[src/rtl/uart_fifo_pkg.sv]
package uart_fifo_pkg;

  typedef struct packed {
    logic [1:0] rx_sel;
    logic [1:0] tx_sel;
    logic       en;
  } fifo_cfg_t;

  // receive threshold: quarter, half, three quarters, depth minus 4
  function automatic int unsigned rx_thr(input logic [1:0] sel, input int unsigned depth);
    case (sel)
      2'b00:   return depth / 4;
      2'b01:   return depth / 2;
      2'b10:   return (3 * depth) / 4;
      default: return depth - 4;
    endcase
  endfunction

  // transmit threshold: half, quarter, three quarters, depth minus 2
  function automatic int unsigned tx_thr(input logic [1:0] sel, input int unsigned depth);
    case (sel)
      2'b00:   return depth / 2;
      2'b01:   return depth / 4;
      2'b10:   return (3 * depth) / 4;
      default: return depth - 2;
    endcase
  endfunction

endpackage

[src/rtl/fifo_ram.sv]
module fifo_ram #(
  parameter int DW    = 8,
  parameter int DEPTH = 32,
  localparam int PW   = $clog2(DEPTH)
) (
  input  logic          clk,
  input  logic          we,
  input  logic [PW-1:0] waddr,
  input  logic [DW-1:0] wdata,
  input  logic          re,
  input  logic [PW-1:0] raddr,
  output logic [DW-1:0] rdata
);

  logic [DW-1:0] mem [DEPTH];

  // synchronous write and read, read-before-write on the same address
  always_ff @(posedge clk) begin
    if (we) mem[waddr] <= wdata;
    if (re) rdata <= mem[raddr];
  end

endmodule

[src/rtl/fifo_ctl_reg.sv]
module fifo_ctl_reg
  import uart_fifo_pkg::*;
#(
  parameter int AW       = 3,
  parameter int CTL_ADDR = 2
) (
  input  logic          clk,
  input  logic          rst,
  input  logic          we,
  input  logic [AW-1:0] addr,
  input  logic [7:0]    wdata,
  output fifo_cfg_t     cfg_q,
  output fifo_cfg_t     cfg_nxt,
  output logic          rx_clr,
  output logic          tx_clr
);

  logic hit;
  logic dma_q;
  logic dma_nxt;

  assign hit = we && (addr == AW'(CTL_ADDR));

  always_comb begin
    cfg_nxt = cfg_q;
    dma_nxt = dma_q;
    rx_clr  = 1'b0;
    tx_clr  = 1'b0;
    if (hit) begin
      if (wdata[0]) begin
        cfg_nxt.en     = 1'b1;
        cfg_nxt.rx_sel = wdata[7:6];
        cfg_nxt.tx_sel = wdata[5:4];
        dma_nxt        = wdata[3];
        rx_clr         = wdata[1] || !cfg_q.en;
        tx_clr         = wdata[2] || !cfg_q.en;
      end else begin
        cfg_nxt.en = 1'b0;
        rx_clr     = cfg_q.en;
        tx_clr     = cfg_q.en;
      end
    end
  end

  always_ff @(posedge clk) begin
    if (rst) begin
      cfg_q <= '0;
      dma_q <= 1'b0;
    end else begin
      cfg_q <= cfg_nxt;
      dma_q <= dma_nxt;
    end
  end

  a_r2_en_follows: assert property (@(posedge clk) disable iff (rst)
    hit |=> (cfg_q.en == $past(wdata[0])));

  a_r3_sel_kept: assert property (@(posedge clk) disable iff (rst)
    (hit && !wdata[0]) |=> ($stable(cfg_q.rx_sel) && $stable(cfg_q.tx_sel) && $stable(dma_q)));

  a_r3_other_addr: assert property (@(posedge clk) disable iff (rst)
    (we && !hit) |=> ($stable(cfg_q) && $stable(dma_q)));

  a_r5_dma_store: assert property (@(posedge clk) disable iff (rst)
    (hit && wdata[0]) |=> (dma_q == $past(wdata[3])));

endmodule

[src/rtl/fifo_chan.sv]
module fifo_chan
  import uart_fifo_pkg::*;
#(
  parameter int DW    = 8,
  parameter int DEPTH = 32,
  parameter bit IS_RX = 1'b1,
  localparam int PW   = $clog2(DEPTH),
  localparam int LW   = $clog2(DEPTH + 1)
) (
  input  logic          clk,
  input  logic          rst,
  input  logic          en,
  input  logic [1:0]    sel_nxt,
  input  logic          clr,
  input  logic          push,
  input  logic [DW-1:0] push_data,
  input  logic          pop,
  output logic [DW-1:0] pop_data,
  output logic [LW-1:0] level,
  output logic          trig,
  output logic          ovr
);

  logic [PW-1:0] wr_ptr, rd_ptr;
  logic [LW-1:0] cap, lvl_nxt, thr_nxt;
  logic          pop_ok, push_ok, trig_nxt, vld_q;
  logic [DW-1:0] ram_q;

  assign cap     = en ? LW'(DEPTH) : LW'(1);
  assign pop_ok  = pop && (level != '0) && !clr;
  assign push_ok = push && !clr && ((level < cap) || pop_ok);

  always_comb begin
    if (clr)                    lvl_nxt = '0;
    else if (push_ok && !pop_ok) lvl_nxt = level + LW'(1);
    else if (pop_ok && !push_ok) lvl_nxt = level - LW'(1);
    else                        lvl_nxt = level;
  end

  generate
    if (IS_RX) begin : g_rx
      assign thr_nxt  = LW'(rx_thr(sel_nxt, DEPTH));
      assign trig_nxt = (lvl_nxt >= thr_nxt);
    end else begin : g_tx
      assign thr_nxt  = LW'(tx_thr(sel_nxt, DEPTH));
      assign trig_nxt = (lvl_nxt <= thr_nxt);
    end
  endgenerate

  function automatic logic [PW-1:0] bump(input logic [PW-1:0] p);
    return (p == PW'(DEPTH - 1)) ? '0 : p + PW'(1);
  endfunction

  always_ff @(posedge clk) begin
    if (rst) begin
      wr_ptr <= '0;
      rd_ptr <= '0;
      level  <= '0;
      ovr    <= 1'b0;
      vld_q  <= 1'b0;
      trig   <= !IS_RX;
    end else begin
      level <= lvl_nxt;
      trig  <= trig_nxt;
      if (clr) begin
        wr_ptr <= '0;
        rd_ptr <= '0;
        ovr    <= 1'b0;
      end else begin
        if (push_ok) wr_ptr <= bump(wr_ptr);
        if (pop_ok)  rd_ptr <= bump(rd_ptr);
        if (push && !push_ok) ovr <= 1'b1;
      end
      if (pop) vld_q <= pop_ok;
    end
  end

  fifo_ram #(.DW(DW), .DEPTH(DEPTH)) u_ram (
    .clk   (clk),
    .we    (push_ok),
    .waddr (wr_ptr),
    .wdata (push_data),
    .re    (pop_ok),
    .raddr (rd_ptr),
    .rdata (ram_q)
  );

  assign pop_data = vld_q ? ram_q : '0;

  a_r8_level_bound: assert property (@(posedge clk) disable iff (rst)
    level <= LW'(DEPTH));

  a_r4_clr_empties: assert property (@(posedge clk) disable iff (rst)
    clr |=> (level == '0) && !ovr);

  a_r8_ovr_sticky: assert property (@(posedge clk) disable iff (rst)
    (ovr && !clr) |=> ovr);

  a_r9_empty_pop: assert property (@(posedge clk) disable iff (rst)
    (pop && level == '0 && !push && !clr) |=> (level == '0) && (pop_data == '0));

  a_r10_full_swap: assert property (@(posedge clk) disable iff (rst)
    (en && level == LW'(DEPTH) && push && pop && !clr) |=> (level == LW'(DEPTH)) && !$rose(ovr));

  a_r11_hold_cap: assert property (@(posedge clk) disable iff (rst)
    !en |-> (level <= LW'(1)));

endmodule

[src/rtl/uart_fifo_ctl.sv]
module uart_fifo_ctl
  import uart_fifo_pkg::*;
#(
  parameter int DW       = 8,
  parameter int DEPTH    = 32,
  parameter int AW       = 3,
  parameter int CTL_ADDR = 2,
  localparam int LW      = $clog2(DEPTH + 1)
) (
  input  logic          clk,
  input  logic          rst,
  input  logic          reg_we,
  input  logic [AW-1:0] reg_addr,
  input  logic [7:0]    reg_wdata,
  input  logic          rx_push,
  input  logic [DW-1:0] rx_push_data,
  input  logic          rx_pop,
  output logic [DW-1:0] rx_pop_data,
  output logic [LW-1:0] rx_level,
  output logic          rx_trig,
  output logic          rx_ovr,
  input  logic          tx_push,
  input  logic [DW-1:0] tx_push_data,
  input  logic          tx_pop,
  output logic [DW-1:0] tx_pop_data,
  output logic [LW-1:0] tx_level,
  output logic          tx_trig,
  output logic          tx_ovr,
  output logic          fifo_en
);

  fifo_cfg_t cfg_q, cfg_nxt;
  logic      rx_clr, tx_clr;

  fifo_ctl_reg #(.AW(AW), .CTL_ADDR(CTL_ADDR)) u_reg (
    .clk     (clk),
    .rst     (rst),
    .we      (reg_we),
    .addr    (reg_addr),
    .wdata   (reg_wdata),
    .cfg_q   (cfg_q),
    .cfg_nxt (cfg_nxt),
    .rx_clr  (rx_clr),
    .tx_clr  (tx_clr)
  );

  fifo_chan #(.DW(DW), .DEPTH(DEPTH), .IS_RX(1'b1)) u_rx (
    .clk       (clk),
    .rst       (rst),
    .en        (cfg_q.en),
    .sel_nxt   (cfg_nxt.rx_sel),
    .clr       (rx_clr),
    .push      (rx_push),
    .push_data (rx_push_data),
    .pop       (rx_pop),
    .pop_data  (rx_pop_data),
    .level     (rx_level),
    .trig      (rx_trig),
    .ovr       (rx_ovr)
  );

  fifo_chan #(.DW(DW), .DEPTH(DEPTH), .IS_RX(1'b0)) u_tx (
    .clk       (clk),
    .rst       (rst),
    .en        (cfg_q.en),
    .sel_nxt   (cfg_nxt.tx_sel),
    .clr       (tx_clr),
    .push      (tx_push),
    .push_data (tx_push_data),
    .pop       (tx_pop),
    .pop_data  (tx_pop_data),
    .level     (tx_level),
    .trig      (tx_trig),
    .ovr       (tx_ovr)
  );

  assign fifo_en = cfg_q.en;

endmodule

[config.mk]
export PLATFORM = sky130hd
export DESIGN_NAME = uart_fifo_ctl
export DESIGN_NICKNAME = d
export VERILOG_FILES = /design/src/rtl/uart_fifo_pkg.sv /design/src/rtl/fifo_ram.sv /design/src/rtl/fifo_ctl_reg.sv /design/src/rtl/fifo_chan.sv /design/src/rtl/uart_fifo_ctl.sv
export SDC_FILE = /design/constraint.sdc
export NUM_CORES = 1
export LEC_CHECK = 0
export ABC_AREA = 1
export BUFFER_PORTS_ARGS = -buffer_cell sky130_fd_sc_hd__buf_2
export CORE_ASPECT_RATIO = 0.7
export CORE_UTILIZATION = 40
export DETAILED_ROUTE_END_ITERATION = 10
export PLACE_DENSITY = 0.57
export SETUP_SLACK_MARGIN = 0.1
export SYNTH_ARGS = -nofsm -noshare
export SYNTH_HDL_FRONTEND = slang
export SYNTH_SLANG_ARGS = --single-unit
[constraint.sdc]
create_clock -name clk -period 2.3 [get_ports clk]
set_input_delay 0.23 -clock clk [delete_from_list [all_inputs] [get_ports clk]]
set_output_delay 0.23 -clock clk [all_outputs]
set_load 0.05 [all_outputs]
==> impl_results.md, run 1 <==
- Ys async rst share: 0%
- Period Utilization, post-route: 105%
- Die Span Y: 206 um
- Critical path's slowest cell: dfxtp_4
- Fin Setup TNS: -3900 ps
- Wl on met1: 30.2 mm
- Max-slew violations: 0
- Multi-input gate area: 0.00661 mm2
- Initial Util: 40.6%
- RR Startpoint: u_reg.cfg_q[0]
- Placement Rows: 74
- Crit path max fanout: 4
- Maxcap violations: 0
- Final GP Congestion: 0.893
- Final ANT Viol Nets: 0
- Pwr dens: 1150 mW/mm2
- Period minus WS final: 2420 ps
- Number of flops mapped to enable cells by yosys: 528
- Synth warn: 0
- Worst-Skew Late Latency: 620 ps
- FMAX: 414 MHz
- Hold path depth: 4
- Most Frequent Cell on Critical Path: nand2_2
- Worst vdd ir: 0.654 mV
- CTS Buf Count: 56
- Initial antenna violation count: 0
- GRT overflow: 0
- Clk buf depth: 3
- Final hold violations: 0
- RSZ-0062 raised after global routing: yes
- WP buf/inv: 4
- Clk root buf: clkbuf_16
- DP Wirelength: 38.5 mm
- Violated checks: setup timing
- CP required: 2850 ps
- Syn Area/Cell: 12.1 um2
- First-pass GRT wire length: 93.8 mm
- Synth Register Bits: 571
- GR Util All Layers: 20.5%
- H-tree levels: 2
- CTS Sinks: 571
- Total wire length: 61.8 mm
- Syn Nets: 2022
- CP endpoint kind: flop
- Area grow syn2layout: 21.6%
- Ys flop type: edfxtp_1
- Met2 wire len: 26.1 mm
- CP cell instances: inv_4 -> ha_4 -> inv_2 -> nor2_4 -> nand2_2 -> nor2_4 -> nor2_4 -> nand3_4 -> inv_4 -> nand2_2 -> nand2_2 -> a21oi_2 -> o21ai_2 -> ha_1 -> nand2_2 -> inv_2 -> nand3_2 -> nor2_2 -> nor2_1 -> nor2_1
- Seq/Total Area, Yosys: 70.4%
- Critical path arrival: 2970 ps
- DIE WIDTH: 293 um
- Worst R2R Path Depth: 20
- Final setup fails: 137
- Fin Clk Skew: 32.2 ps
- Full die area: 0.0604 mm2
- Crit path depth: 20
- Residual DRC: 0
- WL per Instance: 20.7 um
- Antenna cells: 0
- Highest metal used: met4
- P_leak: 10.1 nW
- Drt first-iter violations: 1331
- Vias in the first global route: 15200
- PnR worst setup slack: -115 ps
- Input/output buffers: 65
- Ports: 67
- Critical path launch point type: flop
- Worst hold path startpoint: reg_wdata[4]
- Worst setup path start: u_reg.cfg_q[0]
- Tot Pwr: 33.3 mW
- Via count: 16100
- Outcome: finished, violations left
- CTS tree: built
- Distinct cell type count of the synthesized netlist: 52
- Metal3 WL: 4.56 mm
- Mapped Area: 0.0238 mm2
- Hold Path Class: in2reg
- Worst-path clk slew: 60 ps
- Syn Inst Count: 1959
- Reg area: 0.0168 mm2
- Pin count of the biggest net entering global routing: 130
- CP top delay family: simple AND/OR/NAND/NOR gates
- Worst-Margin Slew: 777 ps
- Layout Nets: 2207
- Routed vias/inst: 5.40
- Layout cell share with drive strength beyond 1: 21.6%
- Max transition margin: 48.2%
- Fill cells: 5096
- Pre-antenna DRT Iters: 5
- CP Class: reg2reg
- CORE AREA: 0.0585 mm2
- CP max stage delay: 360 ps
-- state kept, by name, summed over array words and instances (netlist names), 5 cells and up --
register and flops:
u_tx.u_ram.mem 256, u_tx.wr_ptr 5, u_tx.u_ram.rdata 8, u_rx.rd_ptr 5, u_rx.u_ram.rdata 8, u_reg.cfg_q 5, u_rx.level 6, u_rx.u_ram.mem 256
u_rx.wr_ptr 5, u_tx.level 6, u_tx.rd_ptr 5
-- per-layer routing --
layer / global-route usage, % / vias up
li1: - / 7513
met4: 4.58 / 0
met1: 32.1 / 8022
met5: 0 / -
met3: 3.60 / 69
met2: 29.5 / 518
-- power by group --
part | total, mW | leakage [nW] | internal [mW] | switching (mW)
Clock | 9.54 | 0.908 | 5.61 | 3.93
Combinational | 11.1 | 4.02 | 3.69 | 7.44
Sequential | 12.6 | 5.12 | 12.2 | 0.459
-- Yosys cell counts, types with 5 or more instances --
library cell / count / area share (%)
o221ai_1: 64 / 2.4
nor3_2: 5 / 0.21
buf_4: 5 / 0.16
a21oi_1: 25 / 0.53
xor2_1: 9 / 0.33
nor2_2: 10 / 0.26
nand3_1: 63 / 1.3
o21ai_1: 38 / 0.80
inv_1: 86 / 1.4
buf_2: 21 / 0.44
nand2_4: 5 / 0.24
clkbuf_1: 83 / 1.3
o211ai_1: 19 / 0.60
ha_1: 29 / 1.5
nor3_1: 12 / 0.25
dfxtp_1: 43 / 3.6
nand2_1: 86 / 1.4
edfxtp_1: 528 / 67
nand2_2: 8 / 0.21
nor2_1: 393 / 6.2
o22ai_1: 64 / 1.7
o21ai_0: 299 / 6.3
inv_2: 12 / 0.19
-- placed cells by master, fill, tap and decap left out, types with 12 or more instances in the layout --
cell type / netlist / final
inv_1: 86 / 77
buf_12: 0 / 39
nand2_1: 86 / 73
edfxtp_1: 528 / 528
nor2_2: 10 / 17
inv_2: 12 / 12
nor3_2: 5 / 13
o211ai_1: 19 / 19
nor2_1: 393 / 356
buf_2: 21 / 65
a21oi_1: 25 / 22
clkbuf_16: 0 / 56
dfxtp_1: 43 / 26
nor2_4: 2 / 32
clkinv_1: 4 / 17
clkbuf_1: 83 / 13
buf_4: 5 / 116
nand2_2: 8 / 18
o21ai_0: 299 / 298
o22ai_1: 64 / 64
ha_1: 29 / 23
nand3_1: 63 / 58
o221ai_1: 64 / 64
o21ai_1: 38 / 38
-- path summary, 6_finish.rpt --
path               endpoint  slack [ps]
max               u_rx.trig        -120
max reg2reg       u_rx.trig        -120
min          u_reg.cfg_q[1]          40
min reg2reg        u_rx.ovr         500
-- worst min-delay path, stage by stage --
cell and delay (ps):
buf_2 80, o21ai_0 100, buf_4 150, nor2_1 60
-- kinds of logic after synthesis --
family / Yosys count / share of synthesized area (%)
xor+xnor: 10 / 0.369
simple gates: 609 / 11.3
fa+ha+maj: 29 / 1.53
buf+inv: 219 / 3.77
flops: 571 / 70.4
compound gates: 521 / 12.7
-- cell type report --
| type | instances | area share (%) |
|---|---|---|
| clock buffers | 69 | 5.02 |
| repair buffers | 241 | 7.62 |
| flip-flops and latches | 571 | 58.0 |
| well taps | 798 | 3.46 |
| inverters | 105 | 1.48 |
| multi-input cells | 1169 | 22.9 |
| clock inverters | 35 | 1.58 |
-- metrics by stage --
step	instances	utilization, %	worst slack, ps	cell area [um2]	hold slack, ps
floorplan	1959	-	-66.7	24000	329
global placement	2859	45.1	3.28	26400	496
detailed placement	2859	45.1	-112	26400	500
CTS	2979	48.8	16.7	28600	8.77
global route	2988	49.4	-303	28900	78.1
finish	2988	49.4	-115	28900	42.8
-- repair_timing --
action | CTS | global route
resized for setup | 25 | 61
hold buffers | 10 | 0
setup endpoints to repair | 256 | 456
endpoints found under the hold margin | 12 | 0
setup buffers | 6 | 9
pin swaps | 17 | 26
No activity file was read; power rests on OpenSTA's default activity.
==> run 2: changes to the inputs <==
- MAX_ROUTING_LAYER: unset -> met4
- PLACE_DENSITY: 0.57 -> 0.55
- clock period: 2.3 -> 3 ns (I/O delays scaled with it)
==> run 2 against run 1 <==
The flow now finishes without violations. Sequential share of layout area grew 3.6 points. Fmax shrank 10%. Via count shrank 2.6%. Critical path depth shrank 2. Largest cell class unchanged.
==> impl_results.md, run 2 (synthesis gave the netlist of run 1 again) <==
- Outcome: finished clean
- PnR worst setup slack: 303 ps (+418 ps)
- Wl on met1: 30.8 mm (+1.8%)
- RSZ-0062 raised after global routing: no
- Vias in the first global route: 14600 (-4.2%)
- CTS Sinks: 571 (unchanged)
- CP endpoint kind: flop
- Layout cell share with drive strength beyond 1: 14.4% (-7.2 points)
- Final hold violations: 0 (unchanged)
- Critical path arrival: 3230 ps (+260 ps)
- Period Utilization, post-route: 89.9% (-15 points)
- Worst-path clk slew: 60 ps (about the same)
- DIE WIDTH: 293 um (unchanged)
- Clk root buf: clkbuf_16
- Worst-Skew Late Latency: 630 ps (about the same)
- Pre-CTS setup slack: 327 ps (+439 ps)
- CP cell instances: inv_1 -> ha_1 -> nand3_1 -> nand2_1 -> inv_1 -> nand2_4 -> nor2_8 -> nand4_2 -> xor2_1 -> nand2_1 -> nand3_1 -> inv_1 -> ha_1 -> a21oi_1 -> o21ai_0 -> a21oi_1 -> nor2_1 -> a21oi_1
- Pwr dens: 868 mW/mm2 (-25%)
- Routed vias/inst: 5.39 (about the same)
- Fin Setup TNS: 0 ps (+3900 ps)
- Initial Util: 40.6% (unchanged)
- P_leak: 9.42 nW (-6.3%)
- Top Registers: u_rx.u_ram.mem (256), u_tx.u_ram.mem (256)
- Input/output buffers: 65 (unchanged)
- Metal3 WL: 4.66 mm (+2.2%)
- Final setup fails: 0 (-100%)
- Worst vdd ir: 0.434 mV (-34%)
- Max transition margin: 45.3% (-2.9 points)
- Maxcap violations: 0 (unchanged)
- Worst-Margin Slew: 820 ps (+42.8 ps)
- Fill cells: 5260 (+3.2%)
- Met2 wire len: 24.7 mm (-5.4%)
- Final GP Congestion: 0.862 (-3.5%)
- Critical path launch point type: flop
- Critical path's slowest cell: dfxtp_1
- FMAX: 371 MHz (-10%)
- GR Util All Layers: 20.8% (+0.31 points)
- Multi-input gate area: 0.00615 mm2 (-7.0%)
- Reg area: 0.0167 mm2 (-0.18%)
- Final ANT Viol Nets: 0 (unchanged)
- WL per Instance: 20.9 um (+1.3%)
- Residual DRC: 0 (unchanged)
- Highest metal used: met4
- Die Span Y: 206 um (unchanged)
- CP Class: reg2reg
- CP max stage delay: 410 ps (+50 ps)
- Ports: 67 (unchanged)
- Max-slew violations: 0 (unchanged)
- Fin Clk Skew: 29.9 ps (-2.27 ps)
- Dpl cell area: 0.0254 mm2 (-3.7%)
- CTS tree: built
- GRT overflow: 0 (unchanged)
- DP Wirelength: 37.2 mm (-3.3%)
- Pre-antenna DRT Iters: 7 (+2)
- Area grow syn2layout: 14.3%
- Period minus WS final: 2700 ps (+282 ps)
- First-pass GRT wire length: 91.6 mm (-2.4%)
- Most frequent cells in the layout: edfxtp_1, nor2_1, o21ai_0, buf_4
- Most common cell after layout, fill and taps aside: edfxtp_1
- Placement Rows: 74 (unchanged)
- Initial antenna violation count: 1 (+1)
- Via count: 15700 (-2.6%)
- Final instance area: 0.0271 mm2 (-6.1%)
- Full die area: 0.0604 mm2 (unchanged)
- Total wire length: 61.0 mm (-1.3%)
- Clk buf depth: 3 (unchanged)
- CP required: 3530 ps (+680 ps)
- Drt first-iter violations: 1808 (+36%)
- Layout Nets: 2130 (-3.5%)
- Hold Path Class: in2reg
- CTS Buf Count: 55 (-1.8%)
- Crit path max fanout: 12 (+8)
- Tot Pwr: 23.6 mW (-29%)
- Pin count of the biggest net entering global routing: 130 (unchanged)
- CORE AREA: 0.0585 mm2 (unchanged)
- H-tree levels: 2 (unchanged)
==> run 2: cell count changes in the layout (fill, tap and decap cells not counted), sizes merged <==
cell,delta
buf,-68
dlygate4sd3,-8
bufinv,-7
clkinv,+6
clkbuf,+3
clkinvlp,-3
inv,-2
diode,+1
==> run 2: path summary, 6_finish.rpt <==
| check | cells after the start | endpoint | from | slack (ps) |
|---|---|---|---|---|
| setup / recovery | 18 | u_tx.trig | u_tx.level[1] | 300 |
| hold / removal | 4 | u_rx.vld_q | rx_pop | 30 |
| setup reg to reg | 18 | u_tx.trig | u_tx.level[1] | 300 |
| hold reg to reg | 2 | u_rx.ovr | u_rx.ovr | 520 |
==> run 2: what timing repair did <==
| item | in CTS | in global routing |
|---|---|---|
| gates resized for setup | 0 | 1 |
| hold buffers | 2 | 0 |
| endpoints found under the hold margin | 2 | 0 |
| endpoints found under the setup margin | 0 | 1 |
| buffers inserted | 0 | 0 |
==> run 2: per-layer routing <==
metal | vias to the layer above | track usage, %
met4 | 0 | 4.33
met1 | 7756 | 32.7
li1 | 7367 | -
met2 | 509 | 27.7
met3 | 65 | 3.72
met5 | - | -
==> run 2: layout make-up <==
| class | instances | area share, % |
|---|---|---|
| inverter | 105 | 1.48 |
| timing repair buffer | 165 | 4.35 |
| clock buffer | 72 | 5.31 |
| antenna | 1 | 0.00922 |
| tap | 798 | 3.68 |
| clock inverter | 29 | 0.913 |
| multi-input combinational | 1169 | 22.6 |
| sequential | 571 | 61.6 |
==> run 2: power by group <==
part | switching, mW | internal, mW | total, mW
combinational | 5.18 | 2.11 | 7.29
sequential | 0.353 | 9.30 | 9.65
clock | 2.96 | 3.65 | 6.61
total | 8.50 | 15.1 | 23.6
==> run 2: critical path: cells and delay by family (launching register included) <==
| kind | cells | cell delay (ps) |
|---|---|---|
| simple gates | 8 | 750 |
| fa+ha+maj | 2 | 480 |
| xor+xnor | 1 | 140 |
| flops | 1 | 410 |
| compound gates | 4 | 560 |
| buf+inv | 3 | 280 |
==> run 2: per-stage QoR <==
stage	hold slack, ps	util, %	cells
6_report	30.7	46.4	2910
5_1_grt	29.3	46.4	2910
3_3_place_gp	496	43.5	2806
2_1_floorplan	399	-	1959
3_5_place_dp	504	43.5	2806
4_1_cts	5.29	46.4	2909
